`src/rtl/bsd_pkg.sv`:
```
package bsd_pkg;
  typedef logic [7:0] flag_t;
  localparam int FB_S = 7;
  localparam int FB_Z = 6;
  localparam int FB_Y = 5;
  localparam int FB_H = 4;
  localparam int FB_X = 3;
  localparam int FB_P = 2;
  localparam int FB_N = 1;
  localparam int FB_C = 0;
endpackage

```
`src/rtl/bsd_pacer.sv`:
```
module bsd_pacer #(
  parameter int TKW = 5,
  parameter int TSW = 32
) (
  input  logic           clk,
  input  logic           rst,
  input  logic           clr_all,
  input  logic           clr_tick,
  input  logic           adv,
  output logic [TKW-1:0] tick,
  output logic [TSW-1:0] tstates
);
  always_ff @(posedge clk) begin
    if (rst) begin
      tick    <= '0;
      tstates <= '0;
    end else begin
      if (clr_all || clr_tick) tick <= '0;
      else if (adv)            tick <= tick + 1'b1;
      if (clr_all)             tstates <= '0;
      else if (adv)            tstates <= tstates + 1'b1;
    end
  end
endmodule

```
`src/rtl/bsd_compare.sv`:
```
module bsd_compare import bsd_pkg::*; #(
  parameter int DW = 8,
  parameter int CW = 16
) (
  input  logic [DW-1:0] key,
  input  logic [DW-1:0] data,
  input  flag_t         fin,
  input  logic [CW-1:0] cnt_next,
  output flag_t         fout,
  output logic          hit
);
  logic [DW-1:0] diff;
  always_comb begin
    diff       = key - data;
    hit        = (key == data);
    fout       = fin;
    fout[FB_S] = diff[DW-1];
    fout[FB_Z] = hit;
    fout[FB_H] = (key[3:0] < data[3:0]);
    fout[FB_P] = (cnt_next != '0);
    fout[FB_N] = 1'b1;
  end
endmodule

```
`src/rtl/bsd_engine.sv`:
```
module bsd_engine import bsd_pkg::*; #(
  parameter int AW    = 16,
  parameter int CW    = 16,
  parameter int DW    = 8,
  parameter int TSW   = 32,
  parameter int M1_ST = 4,
  parameter int M2_ST = 4,
  parameter int M3_ST = 3,
  parameter int M4_ST = 5,
  parameter int M5_ST = 5
) (
  input  logic           clk,
  input  logic           rst,
  input  logic           start,
  input  logic [AW-1:0]  start_addr,
  input  logic [CW-1:0]  start_count,
  input  logic [DW-1:0]  key,
  input  logic [7:0]     flags_in,
  input  logic           irq_pending,
  output logic [AW-1:0]  mem_addr,
  output logic           mem_rd,
  input  logic [DW-1:0]  mem_data,
  output logic           done,
  output logic           found,
  output logic           yielded,
  output logic [AW-1:0]  addr_out,
  output logic [CW-1:0]  count_out,
  output logic [7:0]     flags_out,
  output logic [TSW-1:0] tstates
);
  localparam int LAST_ST  = M1_ST + M2_ST + M3_ST + M4_ST;
  localparam int ITER_ST  = LAST_ST + M5_ST;
  localparam int RD_TICK  = M1_ST + M2_ST;
  localparam int SMP_TICK = RD_TICK + 1;
  localparam int CMP_TICK = RD_TICK + M3_ST - 1;
  localparam int TKW      = $clog2(ITER_ST + 1);

  logic           busy, end_r, hit_r;
  logic [AW-1:0]  addr_r;
  logic [CW-1:0]  cnt_r, cnt_next;
  logic [DW-1:0]  key_r, data_r;
  flag_t          fin_r, flags_r, cmp_flags;
  logic           cmp_hit;
  logic [TKW-1:0] tick;
  logic           clr_all, clr_tick;

  assign cnt_next = cnt_r - 1'b1;
  assign clr_all  = start && !busy;
  assign clr_tick = busy && (tick == TKW'(ITER_ST - 1)) && !irq_pending;

  bsd_pacer #(.TKW(TKW), .TSW(TSW)) u_pacer (
    .clk(clk), .rst(rst), .clr_all(clr_all), .clr_tick(clr_tick),
    .adv(busy), .tick(tick), .tstates(tstates)
  );

  bsd_compare #(.DW(DW), .CW(CW)) u_cmp (
    .key(key_r), .data(data_r), .fin(fin_r), .cnt_next(cnt_next),
    .fout(cmp_flags), .hit(cmp_hit)
  );

  always_ff @(posedge clk) begin
    if (rst) begin
      busy    <= 1'b0;
      done    <= 1'b0;
      found   <= 1'b0;
      yielded <= 1'b0;
      mem_rd  <= 1'b0;
      end_r   <= 1'b0;
      hit_r   <= 1'b0;
      addr_r  <= '0;
      cnt_r   <= '0;
      key_r   <= '0;
      data_r  <= '0;
      fin_r   <= '0;
      flags_r <= '0;
    end else begin
      done    <= 1'b0;
      yielded <= 1'b0;
      mem_rd  <= 1'b0;
      if (!busy) begin
        if (start) begin
          busy    <= 1'b1;
          found   <= 1'b0;
          end_r   <= 1'b0;
          hit_r   <= 1'b0;
          addr_r  <= start_addr;
          cnt_r   <= start_count;
          key_r   <= key;
          fin_r   <= flags_in;
          flags_r <= flags_in;
        end
      end else begin
        if (tick == TKW'(RD_TICK - 1)) mem_rd <= 1'b1;
        if (tick == TKW'(SMP_TICK))    data_r <= mem_data;
        if (tick == TKW'(CMP_TICK)) begin
          flags_r <= cmp_flags;
          addr_r  <= addr_r - 1'b1;
          cnt_r   <= cnt_next;
          end_r   <= (cnt_next == '0) || cmp_hit;
          hit_r   <= cmp_hit;
        end
        if ((tick == TKW'(LAST_ST - 1)) && end_r) begin
          busy  <= 1'b0;
          done  <= 1'b1;
          found <= hit_r;
        end
        if ((tick == TKW'(ITER_ST - 1)) && irq_pending) begin
          busy    <= 1'b0;
          yielded <= 1'b1;
        end
      end
    end
  end

  assign mem_addr  = addr_r;
  assign addr_out  = addr_r;
  assign count_out = cnt_r;
  assign flags_out = flags_r;
endmodule

```
`config.mk`:
```
export PLATFORM = sky130hd
export DESIGN_NAME = bsd_engine
export DESIGN_NICKNAME = d
export VERILOG_FILES = /design/src/rtl/bsd_pkg.sv /design/src/rtl/bsd_pacer.sv /design/src/rtl/bsd_compare.sv /design/src/rtl/bsd_engine.sv
export SDC_FILE = /design/constraint.sdc
export NUM_CORES = 1
export LEC_CHECK = 0
export BUFFER_PORTS_ARGS = -buffer_cell sky130_fd_sc_hd__buf_4
export CORE_AREA = 10 10 110 112
export CTS_BUF_LIST = sky130_fd_sc_hd__clkbuf_16
export DETAILED_ROUTE_END_ITERATION = 7
export DIE_AREA = 0 0 120 122
export PLACE_DENSITY = 0.84
export REMOVE_ABC_BUFFERS = 1
export SYNTH_ARGS = -nofsm -noshare
export SYNTH_HDL_FRONTEND = slang
export SYNTH_SLANG_ARGS = --single-unit
```
`constraint.sdc`:
```
create_clock -name clk -period 5.2 [get_ports clk]
set_input_delay 0.26 -clock clk [delete_from_list [all_inputs] [get_ports clk]]
set_output_delay 0.26 -clock clk [all_outputs]
set_load 0.01 [all_outputs]
```
=== Word level (Yosys, flattened, before mapping) ===
Cells that the tools add are included.

* Bits in registers: 106
* Word-level logic and storage cells: 72

* $add $sub $neg: 5
* $lt $le $gt $ge: 1
* Equality and inequality tests: 8
* Muxes and demuxes: 23
* Bitwise operators: 1
* Reductions and logical operators: 19

{| class="wikitable"
|+ Operator list
! cell !! count
|-
| 2-to-1 mux 16 bit || 6
|-
| adder 32 x 1 -> 32 bit (second input constant) || 1
|-
| subtractor 16 x 1 -> 16 bit (second input constant) || 2
|-
| 2-to-1 mux 8 bit || 3
|-
| logical NOT 16 bit || 1
|-
| nonzero test 16 bit || 1
|-
| equality test 5 x 4 -> 1 bit (second input constant) || 3
|-
| 2-to-1 mux 1 bit || 14
|-
| equality test 8 bit || 1
|-
| AND reduction 2 bit || 4
|-
| subtractor 8 bit || 1
|-
| OR reduction 2 bit || 3
|-
| adder 5 x 1 -> 5 bit (second input constant) || 1
|-
| equality test 5 x 3 -> 1 bit (second input constant) || 1
|-
| equality test 5 bit (second input constant) || 1
|-
| logical AND 1 bit || 5
|-
| < comparator 4 bit || 1
|-
| inequality test 2 x 1 -> 1 bit (second input constant) || 2
|-
| logical NOT 1 bit || 2
|-
| logical OR 1 bit || 2
|-
| nonzero test 2 bit || 1
|-
| NOT 1 bit || 1
|}

=== Logic depth before layout (Yosys ltp) ===
Gate-level depths: netlist (run 1).

* Depth after elaboration: 5
* Depth in mapped cells: 9
* Mapped depth without buffers: 8

=== By module ===
A second synthesis (run 1) with hierarchy kept.

* Cells, all modules: 741
* Area, all modules: 6,002.0 sq um

{| class="wikitable"
|+ By module, submodules not included
! module !! times used !! cells each !! area each (sq um)
|-
| bsd_engine || 1 || 494 || 3,900.0
|-
| bsd_pacer || 1 || 206 || 1,816.7
|-
| bsd_compare || 1 || 41 || 285.3
|}

=== Worst setup path before layout (run 1) ===
Ideal clock, no wire load.

* Kind: register to register
* From: reg cnt_r[8], in the netlist count_out[8]
* To: reg cnt_r[14], in the netlist count_out[14]
* Setup time: 128 ps
* Data arrival time: 1,847 ps
* Required time: 5,072 ps
* Setup slack: 3,225 ps
* Cell stages (with the launch flop): 6
* Path buffers: 0
* Period minus slack after synthesis: 1,975 ps
* Cell sequence: dfxtp_1 -> or4_4 -> nor4_1 -> mux2_2 -> a222oi_1 -> nor2_1

* Longest elaborated chain between the ends: 3

{| class="wikitable"
|+ Ends and longest elaborated chain
! element !! line !! RTL
|-
| start, declared || bsd_engine.sv:40 || <nowiki>logic [CW-1:0] cnt_r, cnt_next;</nowiki>
|-
| start signal, assigned || bsd_engine.sv:87 || <nowiki>cnt_r <= start_count;</nowiki>
|-
| start signal, assigned || bsd_engine.sv:98 || <nowiki>cnt_r <= cnt_next;</nowiki>
|-
| subtractor 16 x 1 -> 16 bit || bsd_engine.sv:47 || <nowiki>assign cnt_next = cnt_r - 1'b1;</nowiki>
|-
| 2-to-1 mux 16 bit || bsd_engine.sv:95 || <nowiki>if (tick == TKW'(CMP_TICK)) begin</nowiki>
|-
| 2-to-1 mux 16 bit || bsd_engine.sv:80 || <nowiki>if (!busy) begin</nowiki>
|}

No other way between the ends. The select of a mux whose other input is x is not followed.
A chain may end at the register's enable or synchronous reset.

=== Worst setup path in the final report (run 1) ===
* From: reg busy
* To: reg cnt_r[7], in the netlist count_out[7]

* Longest elaborated chain between the ends: 2

{| class="wikitable"
|+ Ends and longest elaborated chain
! element !! line !! RTL
|-
| start, declared || bsd_engine.sv:38 || <nowiki>logic busy, end_r, hit_r;</nowiki>
|-
| start signal, assigned || bsd_engine.sv:63 || <nowiki>busy <= 1'b0;</nowiki>
|-
| start signal, assigned || bsd_engine.sv:82 || <nowiki>busy <= 1'b1;</nowiki>
|-
| start signal, assigned || bsd_engine.sv:103 || <nowiki>busy <= 1'b0;</nowiki>
|-
| inequality test 2 x 1 -> 1 bit (no source line) or nonzero test 2 bit (tied branches) || n/a ||
|-
| AND reduction 2 bit (no source line) || n/a ||
|}

Parallel ways exist; a longest one is shown, timed or not.

==> impl_metrics.json, run 1 <==
{
  "cts-resized-gates": 0,
  "met1_length_um": 6350,
  "num_vias": 5174,
  "async_reset_ff_share_pct": 0,
  "crit_path_top_delay_cell": "dfxtp_2",
  "drive_gt1_share_pct": 26.1,
  "clkSinkCount": 103,
  "die_width_um": 120,
  "avgRoutedWirePerCell_um": 16.6,
  "setup_violations": 0,
  "initial_core_util_pct": 54.6,
  "yosys.area_share.adder_pct": 3.65,
  "chipHeight_um": 122,
  "grt_usage_pct": 20.0,
  "arrival_ns": 3.41,
  "netlist_area_mm2": 0.00549,
  "path_delay_family": "simple AND/OR/NAND/NOR gates",
  "area_growth_pct": 23.2,
  "post_cts_buffers": 0,
  "synth_cells": 657,
  "hold_viol": 0,
  "period_share_pct": 61.8,
  "vdd.ir_drop.worst_v": 0.000214,
  "syn_avg_cell_area_um2": 8.35,
  "synth_edf_count": 0,
  "clockBufferDepth": 2,
  "fin_nets": 844,
  "grt_max_degree": 66,
  "synth_compound_area_share_pct": 13.6,
  "worst_pin_slew_ns": 0.979,
  "status": "complete, no violations",
  "port_buffers": 151,
  "crit_type": "register to register",
  "nFillCells": 803,
  "wl_um": 15100,
  "cts_made_buffers": 9,
  "ys.flop_type": "dfxtp_1",
  "finClkSkew_ns": 0.0125,
  "slew_headroom_pct": 34.8,
  "slowest_delay_ns": 0.98,
  "drv_cap": 0,
  "power_density_mw_per_mm2": 283,
  "io_pins": 152,
  "gp_congestion": 0.853,
  "p_leak_nw": 2.81,
  "crit_chain": "and4bb_4 -> nand2_1 -> nand2_1 -> and3_1 -> o21ai_0 -> nor4b_1",
  "highest_layer": "met4",
  "die_area_mm2": 0.0146,
  "antenna_found_initial": 0,
  "cts_tree": "done",
  "row_count": 37,
  "cp_common_cell": "nand2_1",
  "report.final.slew_viol_count": 0,
  "grt_pass1_wl_um": 24600,
  "min_period_ns": 3.21,
  "drcViolationCount": 0,
  "wl_met3_um": 1210,
  "h-tree-depth": 3,
  "synth.distinct_cells": 68,
  "setup.worst_path.end_class": "register",
  "synthXorXnorAreaFrac_pct": 6.39,
  "wl_met2_um": 7300,
  "fmax_mhz": 311,
  "critPathRequiredTime_ns": 5.40,
  "ant_nets": 0,
  "first_pass_iters": 5,
  "dp.final_hpwl_um": 11200,
  "grt_pass1_vias": 5112,
  "yosysWarnings": 0,
  "grt_overflow": 0,
  "critPathBufInv": 0,
  "finalPower_mw": 1.91,
  "mostFrequentLayoutCells": "buf_4 (152), nor2_1 (105), dfxtp_1 (102), nand2_1 (71), a21oi_1 (37)",
  "tns_ns": 0,
  "worstPathMaxFanout": 46,
  "worst_setup_path_start_kind": "register",
  "rsz0062_at_grt": "no",
  "yosysSeqAreaShare_pct": 37.6,
  "clkSlewWorstSetupHoldPaths_ns": 0.07,
  "synthSimpleGateAreaFrac_pct": 28.0,
  "hold_buffers": 0,
  "drt-initial-drc-count": 608,
  "final_common_cell": "buf_4",
  "synth_top_family_by_area": "simple AND/OR/NAND/NOR gates",
  "clock_latency_ns": 0.35,
  "hold_path.class": "primary input to register",
  "core_mm2": 0.0100,
  "vias_per_cell": 5.69,
  "ys_ff_latch": 103,
  "diodes": 0,
  "clockRootBuffer": "clkbuf_16",
  "synth_mux_area_share_pct": 3.19
}
-- path summary, 6_finish.rpt --
kind | from | slack (ns) | depth (start not counted) | endpoint
hold reg to reg | data_r[5] | 0.46 | 2 | data_r[5]
setup reg to reg | busy | 1.99 | 6 | count_out[7]
hold / removal | key[1] | 0.16 | 3 | key_r[1]
setup / recovery | busy | 1.99 | 6 | count_out[7]
-- registers in the layout (all words and copies together) (netlist names), 3 cells and up --
name and flops:
addr_out 16, data_r 8, fin_r 3, u_pacer.tick 5, count_out 16, u_pacer.tstates 32
key_r 8, flags_out 8
-- through the flow --
| stage | utilization (%) | worst slack, ns | std cells | hold slack [ns] | cell area [um2] |
|---|---|---|---|---|---|
| after floorplan | - | 2.03 | 605 | 0.329 | 5140 |
| after global placement | 64.3 | 2.23 | 893 | 0.441 | 6460 |
| after detailed placement | 64.3 | 2.07 | 893 | 0.450 | 6460 |
| after CTS | 67.2 | 2.02 | 909 | 0.156 | 6760 |
| after global routing | 67.2 | 1.74 | 909 | 0.163 | 6760 |
| final | 67.2 | 1.99 | 909 | 0.160 | 6760 |
-- power breakdown --
part	total (mW)	switching [mW]	internal, mW
clock network	0.676	0.335	0.341
logic	0.355	0.185	0.170
registers	0.881	0.0589	0.822
total	1.91	0.579	1.33
-- routing by layer --
metal	GRT usage (%)	vias up
met5	0	-
met4	6.79	0
met3	5.32	20
met2	33.7	214
met1	24.4	2427
li1	-	2513
-- area by class of cell --
type	instances	area (um2)	area share, %
Multi-Input combinational cell	482	3010	44.5
Sequential cell	103	2060	30.5
Tap cell	136	170	2.52
Inverter	20	75.1	1.11
Clock inverter	7	72.6	1.07
Clock buffer	9	225	3.33
Timing Repair Buffer	152	1140	16.9
-- cells in the mapped netlist, types with 5 or more instances --
| cell type | instances | area, um2 |
|---|---|---|
| nand3_1 | 31 | 155 |
| a211oi_1 | 12 | 90.1 |
| nand2_1 | 71 | 267 |
| nor2_1 | 105 | 394 |
| and3_1 | 5 | 31.3 |
| xor2_1 | 23 | 201 |
| and2_1 | 6 | 37.5 |
| xnor2_1 | 17 | 149 |
| dfxtp_1 | 103 | 2060 |
| clkbuf_1 | 20 | 75.1 |
| a31oi_1 | 11 | 68.8 |
| ha_1 | 16 | 200 |
| nand4b_1 | 5 | 43.8 |
| nor4_1 | 8 | 50.1 |
| buf_2 | 5 | 25.0 |
| a21oi_1 | 37 | 185 |
| buf_4 | 18 | 135 |
| inv_1 | 19 | 71.3 |
| a222oi_1 | 10 | 100 |
| nand4_1 | 7 | 43.8 |
| mux2i_1 | 10 | 100 |
| o21ai_0 | 17 | 85.1 |
| nor3_1 | 15 | 75.1 |
-- cell families after synthesis --
kind of cell	count (synthesis)
adders and majority gates	16
xor gates and xnor gates	40
buffers and inverters	72
and+or+nand+nor	298
AOI/OAI and AO/OA	112
DFF	103
muxes	16
-- worst register-to-register path: stages, from the launching register on --
cell and delay, ns:
dfxtp_2 0.98, and4bb_4 0.48, nand2_1 0.27, nand2_1 0.73, and3_1 0.29, o21ai_0 0.10, nor4b_1 0.22
(Power assumes the default switching activity.)
==> inputs of run 2 (changes only) <==
--- a/config.mk
+++ b/config.mk
@@ -5,12 +5,13 @@
 export SDC_FILE = /design/constraint.sdc
 export NUM_CORES = 1
 export LEC_CHECK = 0
+export ABC_AREA = 1
 export BUFFER_PORTS_ARGS = -buffer_cell sky130_fd_sc_hd__buf_4
-export CORE_AREA = 10 10 110 112
+export CORE_AREA = 10 10 120 122
 export CTS_BUF_LIST = sky130_fd_sc_hd__clkbuf_16
 export DETAILED_ROUTE_END_ITERATION = 7
-export DIE_AREA = 0 0 120 122
-export PLACE_DENSITY = 0.84
+export DIE_AREA = 0 0 130 132
+export PLACE_DENSITY = 0.75
 export REMOVE_ABC_BUFFERS = 1
 export SYNTH_ARGS = -nofsm -noshare
 export SYNTH_HDL_FRONTEND = slang
==> constraint.sdc (replaced) <==
create_clock -name clk -period 2.6 [get_ports clk]
set_input_delay 0.13 -clock clk [delete_from_list [all_inputs] [get_ports clk]]
set_output_delay 0.13 -clock clk [all_outputs]
set_load 0.01 [all_outputs]
==> impl_metrics.json, run 2 <==
{
  "status": "complete, no violations",
  "hold_path.class": "primary input to register",
  "avgRoutedWirePerCell_um": 14.4,
  "worst_pin_slew_ns": 0.734,
  "grt_usage_pct": 18.2,
  "path_delay_family": "buffers and inverters",
  "cp.depth": 10,
  "h-tree-depth": 3,
  "synth_area_leader_cell": "dfxtp_1",
  "grt_pass1_vias": 5384,
  "power_frac_comb_pct": 21.8,
  "rsz0062_at_grt": "no",
  "drt-initial-drc-count": 427,
  "crit_type": "register to register",
  "die_width_um": 130,
  "die_area_mm2": 0.0172,
  "finClkSkew_ns": 0.00529,
  "synth_edf_count": 0,
  "clockRootBuffer": "clkbuf_16",
  "clkSlewWorstSetupHoldPaths_ns": 0.07,
  "p_int_mw": 2.64,
  "io_pins": 152,
  "first_pass_iters": 5,
  "netlist_area_mm2": 0.00564,
  "ys.flop_type": "dfxtp_1",
  "crit_chain": "inv_4 -> nand2_1 -> inv_2 -> nor2_4 -> inv_2 -> buf_4 -> nand3_1 -> nand3_1 -> nand2_1 -> inv_1",
  "power_density_mw_per_mm2": 544,
  "synth_top_area_share_pct": 36.6,
  "chipHeight_um": 132,
  "num_vias": 5634,
  "hold_viol": 0,
  "clkSinkCount": 103,
  "p_sw_share_pct": 30.9,
  "row_count": 40,
  "area_growth_pct": 24.8,
  "period_share_pct": 78.6,
  "largest_reg_flops": 32,
  "critPathBufInv": 5,
  "clockBufferDepth": 2,
  "clock_latency_ns": 0.35,
  "finalPower_mw": 3.82,
  "port_buffers": 151,
  "antenna_found_initial": 0,
  "drive_gt1_share_pct": 21.6,
  "post_cts_buffers": 0,
  "gp_congestion": 0.893,
  "ys_ff_latch": 103,
  "worstReg2RegStart": "busy",
  "synth_cells": 821,
  "nFillCells": 1181,
  "fin_nets": 1021,
  "critPathRequiredTime_ns": 2.90,
  "async_reset_ff_share_pct": 0,
  "regMostFlops": "u_pacer.tstates",
  "diodes": 0,
  "slew_headroom_pct": 51.0,
  "worstRegToRegCells": 10,
  "synth.distinct_cells": 42,
  "yosysSeqAreaShare_pct": 36.6,
  "syn_avg_cell_area_um2": 6.86,
  "rrSetupSlack_ns": 0.56,
  "p_clk_share_pct": 32.8,
  "arrival_ns": 2.35,
  "grt_overflow": 0,
  "yosys.cell_count.top_type": "nand2_1",
  "initial_core_util_pct": 47.3,
  "report.final.slew_viol_count": 0,
  "fmax_mhz": 489,
  "final_common_cell": "nand2_1",
  "synth_commonest_cells": "nand2_1 (168), nor2_1 (130), dfxtp_1 (103), inv_1 (70), a21oi_1 (64)",
  "fin_util_pct": 59.0,
  "dp.final_hpwl_um": 11900,
  "worstPathMaxFanout": 28,
  "r2r_end": "flags_out[6]",
  "wl_um": 15800,
  "cts_tree": "done",
  "setup.worst_path.end_class": "register",
  "hold_buffers": 2,
  "grt_max_degree": 55,
  "yosysWarnings": 0,
  "worst_setup_path_start_kind": "register",
  "synth.top_cells.by_area": "dfxtp_1 (37%), nand2_1 (11%), nor2_1 (8.7%), a21oi_1 (5.7%), o21ai_0 (5.4%)",
  "mostFrequentLayoutCells": "nand2_1 (168), buf_4 (158), nor2_1 (130), dfxtp_1 (102), inv_1 (71)",
  "seq_power_share_pct": 45.5,
  "vdd.ir_drop.worst_v": 0.000324,
  "drcViolationCount": 0,
  "min_period_ns": 2.04,
  "cp-endpoint": "flags_out[6]",
  "crit_path_top_delay_cell": "inv_2",
  "grt_pass1_wl_um": 25900,
  "p_leak_nw": 3.10,
  "setup_violations": 0,
  "slowest_delay_ns": 0.35,
  "cts_made_buffers": 9,
  "core_mm2": 0.0119,
  "cts-resized-gates": 0,
  "vias_per_cell": 5.14,
  "drv_cap": 0,
  "ant_nets": 0,
  "p_switching_mw": 1.18,
  "startpoint": "busy"
}
==> run 2: cell types whose count changed in the layout (fill, tap and decap cells not counted), moves of 10 or more <==
cell	change
o21ai_0	+44
a222oi_1	-10
xnor2_1	-10
mux2i_1	-10
inv_1	+52
nand2_1	+97
a21oi_1	+27
nor2_1	+25
==> run 2: stage by stage <==
step                      setup TNS, ns  hold WS, ns  instance area (um2)  std cells  worst slack [ns]
after global placement                0        0.363                 6740       1079             0.666
after CTS                             0      0.00243                 7030       1097             0.569
final                                 0       0.0157                 7030       1097             0.556
after floorplan                  -39.79        0.199                 5370        774            -0.795
after global routing                  0       0.0137                 7030       1097             0.362
after detailed placement              0        0.363                 6740       1079             0.613
==> run 2: worst min-delay path, stage by stage <==
cell and delay, ns:
buf_4 0.09, nand3_1 0.06, nand2_1 0.06
==> run 2: cells by family after synthesis <==
kind of cell	Yosys count	share of synthesized area, %
and+or+nand+nor	397	31.1
AOI/OAI and AO/OA	158	15.3
buffers and inverters	123	9.77
DFF	103	36.6
xor gates and xnor gates	24	3.73
adders and majority gates	16	3.55
==> run 2: layout make-up <==
type / instances / area, um2 / area share [%]
Clock buffer: 9 / 225 / 3.20
Inverter: 76 / 288 / 4.09
Timing Repair Buffer: 160 / 1210 / 17.2
Tap cell: 147 / 184 / 2.62
Multi-Input combinational cell: 595 / 3020 / 43.0
Clock inverter: 7 / 41.3 / 0.587
Sequential cell: 103 / 2060 / 29.3
==> run 2: worst min-delay path by stage <==
stage	end	start	cells past startpoint	slack [ns]
finish	fin_r[0]	flags_in[0]	3	0.02
global route	fin_r[0]	flags_in[0]	3	0.01
detailed placement	data_r[0]	mem_data[0]	3	0.36
CTS	fin_r[0]	flags_in[0]	3	0.002
floorplan	addr_out[10]	rst	1	0.20
global placement	data_r[7]	mem_data[7]	3	0.36
==> run 2: power groups by stage <==
stage	registers, mW	logic (mW)	clock network (mW)
global route	1.75	0.941	1.34
finish	1.74	0.833	1.25
CTS	1.74	0.836	1.28
floorplan	1.80	0.448	0
global placement	1.77	0.820	0
detailed placement	1.77	0.831	0
==> run 2: per-layer routing <==
| metal | track usage [%] | part of all wire, % | up-vias |
|---|---|---|---|
| li1 | - | - | 2918 |
| met4 | 6.13 | 1.6 | 0 |
| met2 | 28.7 | 45 | 169 |
| met3 | 5.27 | 7.8 | 23 |
| met5 | 0 | 0 | - |
| met1 | 23.0 | 45 | 2524 |
==> inputs of run 3 (changes only) <==
==> constraint.sdc (replaced) <==
create_clock -name clk -period 1.84 [get_ports clk]
set_input_delay 0.092 -clock clk [delete_from_list [all_inputs] [get_ports clk]]
set_output_delay 0.092 -clock clk [all_outputs]
set_load 0.01 [all_outputs]
==> impl_metrics.json, run 3 (synthesized netlist as in run 2, its figures left out) <==
{
  "clock_latency_ns": 0.36,
  "power_density_mw_per_mm2": 773,
  "clkSinkCount": 103,
  "first_pass_iters": 5,
  "report.final.slew_viol_count": 0,
  "finalPower_mw": 5.72,
  "core_mm2": 0.0119,
  "worstPathMaxFanout": 9,
  "h-tree-depth": 3,
  "min_period_ns": 1.72,
  "crit_path_top_delay_cell": "dfxtp_2",
  "grt_usage_pct": 18.6,
  "seq_power_share_pct": 42.9,
  "num_vias": 5784,
  "area_growth_pct": 31.3,
  "crit_chain": "inv_1 -> ha_1 -> nand3_1 -> nor3_4 -> nor2_4 -> inv_4 -> buf_4 -> o21ai_0 -> a21oi_1",
  "fin_nets": 1048,
  "grt_pass1_wl_um": 26500,
  "hold_path.class": "primary input to register",
  "hold_viol": 0,
  "cts_tree": "done",
  "finClkSkew_ns": 0.00664,
  "drv_cap": 0,
  "chipHeight_um": 132,
  "period_share_pct": 93.3,
  "regMostFlops": "u_pacer.tstates",
  "dp.final_hpwl_um": 12500,
  "initial_core_util_pct": 47.3,
  "row_count": 40,
  "p_sw_share_pct": 30.7,
  "worstReg2RegStart": "u_pacer.tick[0]",
  "p_switching_mw": 1.76,
  "drcViolationCount": 0,
  "grt_pass1_vias": 5457,
  "antenna_found_initial": 1,
  "grt_overflow": 0,
  "setup.worst_path.end_class": "register",
  "tns_ns": 0,
  "min-delay-start": "flags_in[1]",
  "grt_max_degree": 31,
  "crit_type": "register to register",
  "vias_per_cell": 5.14,
  "die_area_mm2": 0.0172,
  "fmax_mhz": 583,
  "mostFrequentLayoutCells": "buf_4 (173), nand2_1 (167), nor2_1 (124), dfxtp_1 (100), inv_1 (69)",
  "slowest_delay_ns": 0.36,
  "drt-initial-drc-count": 347,
  "io_pins": 152,
  "worst_pin_slew_ns": 0.402,
  "cts_made_buffers": 9,
  "ant_nets": 0,
  "setup_violations": 0,
  "clkSlewWorstSetupHoldPaths_ns": 0.07,
  "gp_congestion": 0.880,
  "port_buffers": 151,
  "clockBufferDepth": 2,
  "largest_reg_flops": 32,
  "status": "complete, no violations",
  "p_leak_nw": 3.26,
  "p_int_mw": 3.97,
  "drive_gt1_share_pct": 24.8,
  "nFillCells": 1138,
  "arrival_ns": 1.96,
  "clockRootBuffer": "clkbuf_16",
  "startpoint": "u_pacer.tick[0]",
  "worst_setup_path_start_kind": "register",
  "avgRoutedWirePerCell_um": 14.6,
  "critPathRequiredTime_ns": 2.08,
  "die_width_um": 130,
  "wl_um": 16400,
  "rsz0062_at_grt": "yes",
  "power_frac_comb_pct": 22.3,
  "vdd.ir_drop.worst_v": 0.000469,
  "final_common_cell": "buf_4",
  "slew_headroom_pct": 72.9,
  "p_clk_share_pct": 34.7
}
[run 3: cell count changes in the layout (fill, tap and decap cells not counted), sizes merged]
cell,before,now
diode,0,1
buf,158,175
dlygate4sd3,2,12
bufinv,0,1
clkinv,4,3
[run 3: path summary, 6_finish.rpt]
check                  endpoint  slack [ns]  depth (start not counted)
setup / recovery  count_out[15]        0.12                          9
hold / removal     flags_out[1]       0.009                          3
setup reg to reg  count_out[15]        0.12                          9
hold reg to reg        fin_r[5]        0.45                          2
[run 3: layout make-up]
type,count,area (um2),area share (%)
multi-input cells,595,3090,41.8
flip-flops and latches,103,2070,27.9
repair buffers,187,1460,19.7
inverters,76,290,3.92
clock buffers,9,225,3.04
well taps,147,184,2.49
clock inverters,7,82.6,1.12
diodes,1,2.50,0.0338
[run 3: power groups by stage]
stage	Clock [mW]	Sequential, mW	Combinational [mW]
floorplan	0	2.55	0.634
global placement	0	2.50	1.21
detailed placement	0	2.50	1.22
CTS	2.02	2.45	1.25
global route	2.10	2.47	1.44
finish	1.99	2.46	1.28
[run 3: worst max-delay path: cells and delay by family (launching register included)]
| kind | cells | cell delay, ns |
|---|---|---|
| flip-flops | 1 | 0.36 |
| AND/OR/NAND/NOR | 3 | 0.44 |
| adder cells (fa/ha/maj) | 1 | 0.20 |
| buffers and inverters | 3 | 0.38 |
| AO/OA/AOI/OAI | 2 | 0.23 |
[run 3: timing repair]
item,in CTS,in global routing
setup endpoints to repair,0,20
endpoints found under the hold margin,12,0
hold buffers,12,0
gates resized for setup,0,24
setup buffers,0,1
[run 3: metrics by stage]
| step | instance area [um2] | hold slack [ns] | std cells | setup WS, ns | util (%) |
|---|---|---|---|---|---|
| 2_1_floorplan | 5370 | 0.161 | 774 | -1.56 | - |
| 3_3_place_gp | 6880 | 0.320 | 1095 | 0.142 | 57.7 |
| 3_5_place_dp | 6880 | 0.334 | 1095 | 0.0721 | 57.7 |
| 4_1_cts | 7300 | 0.00294 | 1123 | 0.0570 | 61.3 |
| 5_1_grt | 7400 | 0.0113 | 1125 | -0.0522 | 62.1 |
| 6_report | 7400 | 0.00893 | 1125 | 0.124 | 62.1 |
[run 3: routing by layer]
layer	global-route usage, %	routed length (um)
met1	23.3	7170
met2	29.8	7690
met3	5.67	1350
met4	5.63	191
met5	0	0
